**src/rtl/adc_pkg.sv**
```systemverilog
package adc_pkg;

  typedef enum logic [2:0] {
    S_IDLE, S_ROW, S_RAS, S_COL, S_CAS, S_PRE, S_REFC, S_REFR
  } phase_e;

  // Strobes from control to datapath; each becomes a pin value one cycle later.
  typedef struct packed {
    logic load;     // capture host address/data
    logic useCol;   // address bus shows column (else row)
    logic rasLo;
    logic casLo;
    logic weLo;
    logic oeLo;
    logic driveDq;
    logic capture;  // sample DQ input this cycle
  } strobe_t;

  function automatic int maxOf(input int a, input int b);
    return (a > b) ? a : b;
  endfunction

endpackage

```
**src/rtl/adc_control.sv**
```systemverilog
module adc_control
  import adc_pkg::*;
#(
  parameter int T_RCD        = 2,
  parameter int T_RP         = 5,
  parameter int T_RAS        = 6,
  parameter int T_CSR        = 1,
  parameter int END_WR       = 1,
  parameter int END_RD       = 4,
  parameter int CAP_IDX      = 4,
  parameter int REF_INTERVAL = 1560
) (
  input  logic    clk,
  input  logic    rstN,
  input  logic    reqValid,
  input  logic    reqWrite,
  output logic    reqReady,
  output strobe_t stb
);

  localparam int CNT_MAX = maxOf(maxOf(T_RCD, T_RP), maxOf(maxOf(T_CSR, T_RAS), END_RD + 1));
  localparam int CNT_W   = $clog2(CNT_MAX + 1);
  localparam int REF_W   = $clog2(REF_INTERVAL);

  phase_e           state, nxt;
  logic [CNT_W-1:0] phaseCnt;
  logic [REF_W-1:0] refTimer;
  logic             refPend;
  logic             refTick;
  logic             isWrite;
  logic             serveRef;

  assign refTick  = (refTimer == REF_W'(REF_INTERVAL - 1));
  assign serveRef = (state == S_IDLE) && refPend;

  always_ff @(posedge clk or negedge rstN) begin
    if (!rstN) begin
      refTimer <= '0;
      refPend  <= 1'b0;
    end else begin
      refTimer <= refTick ? '0 : refTimer + 1'b1;
      refPend  <= refTick | (refPend & ~serveRef);
    end
  end

  always_comb begin
    nxt      = state;
    stb      = '0;
    reqReady = 1'b0;
    unique case (state)
      S_IDLE: begin
        reqReady = !refPend;
        if (refPend) begin
          nxt = S_REFC;
        end else if (reqValid) begin
          nxt      = S_ROW;
          stb.load = 1'b1;
        end
      end
      S_ROW: nxt = S_RAS;
      S_RAS: begin
        stb.rasLo = 1'b1;
        stb.weLo  = isWrite;
        if (phaseCnt == CNT_W'(T_RCD - 1)) nxt = S_COL;
      end
      S_COL: begin
        stb.rasLo   = 1'b1;
        stb.useCol  = 1'b1;
        stb.weLo    = isWrite;
        stb.driveDq = isWrite;
        stb.oeLo    = !isWrite;
        nxt         = S_CAS;
      end
      S_CAS: begin
        stb.rasLo   = 1'b1;
        stb.casLo   = 1'b1;
        stb.useCol  = 1'b1;
        stb.weLo    = isWrite;
        stb.driveDq = isWrite;
        stb.oeLo    = !isWrite;
        stb.capture = !isWrite && (phaseCnt == CNT_W'(CAP_IDX));
        if (isWrite ? (phaseCnt == CNT_W'(END_WR)) : (phaseCnt == CNT_W'(END_RD)))
          nxt = S_PRE;
      end
      S_PRE: begin
        if (phaseCnt == CNT_W'(T_RP - 1)) nxt = S_IDLE;
      end
      S_REFC: begin
        stb.casLo = 1'b1;
        if (phaseCnt == CNT_W'(T_CSR - 1)) nxt = S_REFR;
      end
      S_REFR: begin
        stb.casLo = 1'b1;
        stb.rasLo = 1'b1;
        if (phaseCnt == CNT_W'(T_RAS - 1)) nxt = S_PRE;
      end
      default: nxt = S_IDLE;
    endcase
  end

  always_ff @(posedge clk or negedge rstN) begin
    if (!rstN) begin
      state    <= S_IDLE;
      phaseCnt <= '0;
      isWrite  <= 1'b0;
    end else begin
      state    <= nxt;
      phaseCnt <= (nxt != state) ? '0 : phaseCnt + 1'b1;
      if (stb.load) isWrite <= reqWrite;
    end
  end

  // an accepted request always opens a row phase next cycle
  a_r9_accept_opens_row: assert property (@(posedge clk) disable iff (!rstN)
    (reqValid && reqReady) |=> (state == S_ROW));

  // a due refresh at an idle boundary wins over any host request
  a_r8_refresh_first: assert property (@(posedge clk) disable iff (!rstN)
    (state == S_IDLE && refPend) |=> (state == S_REFC));

endmodule

```
**src/rtl/adc_datapath.sv**
```systemverilog
module adc_datapath
  import adc_pkg::*;
#(
  parameter int ROW_W  = 9,
  parameter int COL_W  = 8,
  parameter int DATA_W = 8,
  parameter int T_RAS  = 6,
  parameter int T_RP   = 5
) (
  input  logic                     clk,
  input  logic                     rstN,
  input  strobe_t                  stb,
  input  logic [ROW_W+COL_W-1:0]   reqAddr,
  input  logic [DATA_W-1:0]        reqWdata,
  input  logic [DATA_W-1:0]        dramDqIn,
  output logic [maxOf(ROW_W,COL_W)-1:0] dramAddr,
  output logic                     dramRasN,
  output logic                     dramCasN,
  output logic                     dramWeN,
  output logic                     dramOeN,
  output logic [DATA_W-1:0]        dramDqOut,
  output logic                     dramDqOe,
  output logic                     rdValid,
  output logic [DATA_W-1:0]        rdData
);

  localparam int ADDR_W = ROW_W + COL_W;
  localparam int BUS_W  = maxOf(ROW_W, COL_W);

  logic [ADDR_W-1:0] latAddr;
  logic [DATA_W-1:0] latData;
  logic [ROW_W-1:0]  rowPart;
  logic [COL_W-1:0]  colPart;

  assign rowPart = latAddr[ADDR_W-1:COL_W];
  assign colPart = latAddr[COL_W-1:0];

  always_ff @(posedge clk or negedge rstN) begin
    if (!rstN) begin
      latAddr   <= '0;
      latData   <= '0;
      dramAddr  <= '0;
      dramRasN  <= 1'b1;
      dramCasN  <= 1'b1;
      dramWeN   <= 1'b1;
      dramOeN   <= 1'b1;
      dramDqOut <= '0;
      dramDqOe  <= 1'b0;
      rdValid   <= 1'b0;
      rdData    <= '0;
    end else begin
      if (stb.load) begin
        latAddr <= reqAddr;
        latData <= reqWdata;
      end
      dramAddr  <= stb.useCol ? BUS_W'(colPart) : BUS_W'(rowPart);
      dramRasN  <= !stb.rasLo;
      dramCasN  <= !stb.casLo;
      dramWeN   <= !stb.weLo;
      dramOeN   <= !stb.oeLo;
      dramDqOut <= latData;
      dramDqOe  <= stb.driveDq;
      rdValid   <= stb.capture;
      if (stb.capture) rdData <= dramDqIn;
    end
  end

  // Pin run-length counters used only by the assertions below.
  localparam int RUN_MAX = maxOf(T_RAS, T_RP) + 1;
  localparam int RUN_W   = $clog2(RUN_MAX + 1);
  logic [RUN_W-1:0] rasLowRun, rasHighRun;

  always_ff @(posedge clk or negedge rstN) begin
    if (!rstN) begin
      rasLowRun  <= '0;
      rasHighRun <= RUN_W'(RUN_MAX);
    end else begin
      rasLowRun  <= dramRasN ? '0
                  : (rasLowRun == RUN_W'(RUN_MAX) ? rasLowRun : rasLowRun + 1'b1);
      rasHighRun <= !dramRasN ? '0
                  : (rasHighRun == RUN_W'(RUN_MAX) ? rasHighRun : rasHighRun + 1'b1);
    end
  end

  a_r2_row_settled: assert property (@(posedge clk) disable iff (!rstN)
    ($fell(dramRasN) && dramCasN) |-> $stable(dramAddr));

  a_r2_col_settled: assert property (@(posedge clk) disable iff (!rstN)
    ($fell(dramCasN) && !dramRasN) |-> $stable(dramAddr));

  a_r4_we_leads_cas: assert property (@(posedge clk) disable iff (!rstN)
    ($fell(dramCasN) && !dramRasN && !dramWeN) |-> ($past(!dramWeN) && dramDqOe));

  a_r7_refresh_quiet: assert property (@(posedge clk) disable iff (!rstN)
    ($fell(dramRasN) && !dramCasN) |-> (dramWeN && dramOeN && !dramDqOe));

  a_r3_oe_reads_only: assert property (@(posedge clk) disable iff (!rstN)
    !dramOeN |-> (dramWeN && !dramDqOe));

  a_r3_valid_pulse: assert property (@(posedge clk) disable iff (!rstN)
    rdValid |=> !rdValid);

  a_r5_ras_active_min: assert property (@(posedge clk) disable iff (!rstN)
    $rose(dramRasN) |-> (int'(rasLowRun) >= T_RAS));

  a_r6_precharge_min: assert property (@(posedge clk) disable iff (!rstN)
    $fell(dramRasN) |-> (int'(rasHighRun) >= T_RP));

endmodule

```
**src/rtl/async_dram_ctrl.sv**
```systemverilog
module async_dram_ctrl
  import adc_pkg::*;
#(
  parameter int ROW_W        = 9,
  parameter int COL_W        = 8,
  parameter int DATA_W       = 8,
  parameter int T_RAS        = 6,
  parameter int T_RP         = 5,
  parameter int T_RCD        = 2,
  parameter int T_CAS        = 2,
  parameter int T_CSR        = 1,
  parameter int T_RAC        = 6,
  parameter int T_CAA        = 3,
  parameter int T_CAC        = 2,
  parameter int T_OAC        = 2,
  parameter int REF_INTERVAL = 1560
) (
  input  logic                          clk,
  input  logic                          rstN,
  input  logic                          reqValid,
  output logic                          reqReady,
  input  logic                          reqWrite,
  input  logic [ROW_W+COL_W-1:0]        reqAddr,
  input  logic [DATA_W-1:0]             reqWdata,
  output logic                          rdValid,
  output logic [DATA_W-1:0]             rdData,
  output logic [maxOf(ROW_W,COL_W)-1:0] dramAddr,
  output logic                          dramRasN,
  output logic                          dramCasN,
  output logic                          dramWeN,
  output logic                          dramOeN,
  output logic [DATA_W-1:0]             dramDqOut,
  output logic                          dramDqOe,
  input  logic [DATA_W-1:0]             dramDqIn
);

  // Sampling index inside the column phase (0 = first cycle the column
  // strobe is commanded low): the latest of the four access limits.
  localparam int CAP_IDX = maxOf(maxOf(T_CAC, T_CAA - 1),
                                 maxOf(T_OAC - 1, T_RAC - T_RCD - 1));
  // Last column-phase index: column strobe width and row active minimum.
  localparam int END_WR  = maxOf(maxOf(T_CAS - 1, T_RAS - T_RCD - 2), 0);
  localparam int END_RD  = maxOf(END_WR, CAP_IDX);

  strobe_t stb;

  adc_control #(
    .T_RCD(T_RCD), .T_RP(T_RP), .T_RAS(T_RAS), .T_CSR(T_CSR),
    .END_WR(END_WR), .END_RD(END_RD), .CAP_IDX(CAP_IDX),
    .REF_INTERVAL(REF_INTERVAL)
  ) u_ctrl (
    .clk(clk), .rstN(rstN), .reqValid(reqValid), .reqWrite(reqWrite),
    .reqReady(reqReady), .stb(stb)
  );

  adc_datapath #(
    .ROW_W(ROW_W), .COL_W(COL_W), .DATA_W(DATA_W), .T_RAS(T_RAS), .T_RP(T_RP)
  ) u_dp (
    .clk(clk), .rstN(rstN), .stb(stb), .reqAddr(reqAddr), .reqWdata(reqWdata),
    .dramDqIn(dramDqIn), .dramAddr(dramAddr), .dramRasN(dramRasN),
    .dramCasN(dramCasN), .dramWeN(dramWeN), .dramOeN(dramOeN),
    .dramDqOut(dramDqOut), .dramDqOe(dramDqOe), .rdValid(rdValid), .rdData(rdData)
  );

endmodule

```
**config.mk**
```make
export PLATFORM = sky130hd
export DESIGN_NAME = async_dram_ctrl
export DESIGN_NICKNAME = d
export VERILOG_FILES = /design/src/rtl/adc_pkg.sv /design/src/rtl/adc_control.sv /design/src/rtl/adc_datapath.sv /design/src/rtl/async_dram_ctrl.sv
export SDC_FILE = /design/constraint.sdc
export NUM_CORES = 1
export LEC_CHECK = 0
export BUFFER_PORTS_ARGS = -buffer_cell sky130_fd_sc_hd__buf_2
export CORE_ASPECT_RATIO = 0.7
export CORE_UTILIZATION = 50
export DETAILED_ROUTE_END_ITERATION = 10
export PLACE_DENSITY = 0.75
export SYNTH_ARGS = -nofsm -noshare
export SYNTH_HDL_FRONTEND = slang
export SYNTH_HIERARCHICAL = 1
export SYNTH_SLANG_ARGS = --single-unit
```
**constraint.sdc**
```tcl
create_clock -name clk -period 4 [get_ports clk]
set_input_delay 0.2 -clock clk [delete_from_list [all_inputs] [get_ports clk]]
set_output_delay 0.2 -clock clk [all_outputs]
set_load 0.01 [all_outputs]
```
; ---- Yosys cells after proc, flatten, opt, wreduce, memory -nomap -nowiden
; Cells that the tools add are included.
[classes]
mux = 22
n_addsub = 2
n_reduce_logical = 14
eq_ne = 14
n_bitwise = 3
[ops]
columns = cell, n
row1 = $mux 3, 8
row2 = $pmux 3 s8, 1
row3 = $eq 3x3->1 const B, 6
row4 = $eq 3x2->1 const B, 4
row5 = $add 11x1->11 const B, 1
row6 = $eq 11x11->1 const B, 1
row7 = $mux 11, 1
row8 = $mux 1, 10
row9 = $mux 9, 1
row10 = $eq 3x1->1 const B, 2
row11 = $logic_not 1->1, 6
row12 = $logic_not 3->1, 2
row13 = $reduce_or 3->1, 2
row14 = $reduce_or 4->1, 1
row15 = $add 3x1->3 const B, 1
row16 = $ne 3x3->1, 1
row17 = $logic_and 1x1->1, 2
row18 = $mux 2, 1
row19 = $reduce_or 2->1, 1
row20 = $and 1x1->1, 1
row21 = $not 1->1, 1
row22 = $or 1x1->1, 1
[totals]
elab_cells = 71
regBits = 75

; ---- Longest topological paths before layout
[depth]
depth_word = 6
ltp_mapped = 7
depth_no_buf = 6

; ---- Cells and area by module
; The synthesis kept the hierarchy.
[modules_own_cells]
columns = module, seq_area_each_um2, area_per_inst_um2, n_inst, cells_each
row1 = adc_datapath, 1406.3, 2025.7, 1, 107
row2 = adc_control, 475.5, 1042.2, 1, 106

; ---- Worst setup path after synthesis
; No wires, ideal clock.
[synth_path]
path_kind = reg-to-reg
start = register u_ctrl.state[0]
end = register u_dp.latAddr[0]
path_stages_with_launch = 8
setup_time_ns = 0.125
t_arrival_ns = 1.924
required_ns = 3.875
setup_slack_ns = 1.951
n_path_buf = 3
path_cell_list = dfrtp_1 clkbuf_1 nor4_1 nand2_1 inv_1 buf_6 buf_12 mux2_4
[synth_lines]
columns = item, line_no
row1 = start: declaration, adc_control.sv:25  ; phase_e state, nxt;
row2 = start signal: assignment, adc_control.sv:107  ; state <= nxt;
row3 = end signal: assignment, adc_datapath.sv:53  ; latAddr <= reqAddr;
row4 = end: declaration, adc_datapath.sv:30  ; logic [ADDR_W-1:0] latAddr;

==> reports/results.ini <==
[clocking]
post_cts_buffers=0
cts_buffer_depth=2
cts_hold_buf=0
cts_sinks=75
clk_pin_slew_ns=0.08
htreeDepth=3
cts_buffers=9
clkLatencyLatePin_ns=0.33
cts_tree=built
cts_root_buffer=clkbuf_8
ctsResizeCount=0

[synth]
ys_seq_elements=75
syn-num-nets=256
synth.avg_cell_area_um2=14.4
synth_cells=213
async_flop_share=1.00
synth_area_mm2=0.00307
synth_ff_type=dfrtp_1
synth_edf_count=0
yosysTopAreaCell=dfrtp_1
yosysUniqueCellTypes=36
ys_warn_count=6
synth-seq-area-share=0.613
synth_top_area_share=0.579
synthTopCellsByArea=dfrtp_1, mux2_4, mux2_2

[die]
initial_core_util=0.528
core-area_mm2=0.00581
die_h_um=67.5
dieArea_mm2=0.00646
dieWidth_um=95.6
num_rows=23
ios=69

[power_and_ir_drop]
powerDensity_mw_per_mm2=728
leakage_nw=1.79
vdd_ir_drop_max_uv=324
finalPower_mw=2.65

[layout]
fin_area_mm2=0.00364
drive_above_1_share=0.469
antenna_cells=0
fin_cells=367
areaGrowthSynthToFinish_pct=18.6
final_common_cell=dfrtp_1
utilization=0.626
nets=330
layout_common_cells=dfrtp_1, buf_2, mux2_2

[setup_path]
end_kind=register
worst-setup-path-type=register to register
worst_setup_path_start_kind=register
cp_max_fo=12
crit_required_ns=4.21
arrival_ns=2.40

[global_route]
grt_use_met3=0.0687
met2_usage=0.263
grt_busiest_layer=met2
grt_remaining_overflow=0
grt_pass1_vias=1719
use_met1=0.228
antenna_found_initial=0
grt_start_max_net_pins=47
grt_pass1_wl_mm=8.12
grt_usage=0.173

[sta]
fin_ws_ns=1.81
period_needed_ns=2.19
fin_hold_ws_ns=0.0323
fmax_mhz=457
setup_viol=0
finalCritPeriodShare=0.547
hold_viol=0
slew_headroom=0.339
skew_ns=0.00903
rsz0062_at_grt=no
tightest_slew_ns=0.992
finalSetupTns_ns=0
slew_violations=0

[route]
drc=0
routedWlPerCell_um=14.3
vias_per_cell=4.96
routed_wl_mm=5.27
first_pass_iters=4
vias=1819
drt_iter0_drc=154
route.antenna.remaining_nets=0

[hold_path]
min_path_type=input pin to async pin

[place]
hpwl_mm=3.77
dp_slack_ns=1.81
place_congestion=0.838
post-place-cells=351
numPortBuffers=68
place_area_mm2=0.00344

[run_status]
outcome=finished clean

[flow_run]
maxCapViolCount=0

-- per-layer routing --
layer  wire length (µm)  vias to the layer above  part of all wire
met1               2420                      898              0.46
li1                   -                      873                 -
met3                323                        5             0.061
met2               2480                       43              0.47
met4                 42                        0            0.0080
met5                  0                        -                 0
-- cell usage after synthesis, types with 3 or more instances --
| library cell | number |
|---|---|
| dfrtp_1 | 71 |
| mux2_2 | 22 |
| mux2_4 | 20 |
| inv_1 | 13 |
| nand2_1 | 8 |
| ha_1 | 6 |
| nand3_1 | 6 |
| nor2_1 | 6 |
| xor2_1 | 6 |
| nor3_1 | 5 |
| o21ai_0 | 5 |
| a21oi_1 | 4 |
| dfstp_2 | 4 |
| nor2b_1 | 3 |
| nor4_1 | 3 |
-- state kept, by name (all words and copies together), names as in the netlist, 3 cells and up --
signal / flops
u_ctrl/phaseCnt: 3
u_ctrl/state: 3
u_dp/rdData: 8
u_dp/dramDqOut: 8
u_dp/latAddr: 17
u_dp/latData: 8
u_ctrl/refTimer: 11
u_dp/dramAddr: 9
-- power by group --
part           switching [mW]  internal [mW]  leakage [nW]
Sequential              0.175           1.08         0.908
Combinational           0.367          0.473         0.790
Clock                   0.264          0.288        0.0885
Total                   0.807           1.84          1.79
-- kinds of logic after synthesis --
| kind of cell | after synthesis | synth area share |
|---|---|---|
| AOI/OAI and AO/OA | 15 | 0.0302 |
| and+or+nand+nor | 44 | 0.0820 |
| DFF | 75 | 0.613 |
| xor gates and xnor gates | 8 | 0.0228 |
| muxes | 44 | 0.185 |
| buffers and inverters | 21 | 0.0420 |
| adders and majority gates | 6 | 0.0245 |
-- final timing paths --
path | start | to | slack (ns) | depth (start not counted)
setup / recovery | u_ctrl/state[2] | u_dp/rdData[4] | 1.81 | 4
hold / removal | rstN | u_dp/dramDqOut[5] | 0.03 | 1
setup reg to reg | u_ctrl/state[2] | u_dp/rdData[4] | 1.81 | 4
hold reg to reg | u_dp/latData[3] | u_dp/dramDqOut[3] | 0.39 | 0
max in group asynchronous | rstN | u_dp/dramAddr[0] | 3.02 | 2
min in group clk | reqAddr[7] | u_dp/latAddr[7] | 0.10 | 2
-- area by class of cell --
| class | instances | area [µm²] |
|---|---|---|
| fillers | 457 | 2170 |
| flip-flops and latches | 75 | 1880 |
| multi-input cells | 117 | 1060 |
| repair buffers | 71 | 363 |
| clock buffers | 10 | 128 |
| well taps | 75 | 93.8 |
| clock inverters | 6 | 66.3 |
| inverters | 13 | 48.8 |
-- critical path, cell delays in order, from the launching register on --
cell     delay, ns
dfrtp_1       0.56
or3b_4        0.45
or3b_4        0.41
inv_1         0.27
mux2_2        0.38
No activity file was read; power rests on OpenSTA's default activity.
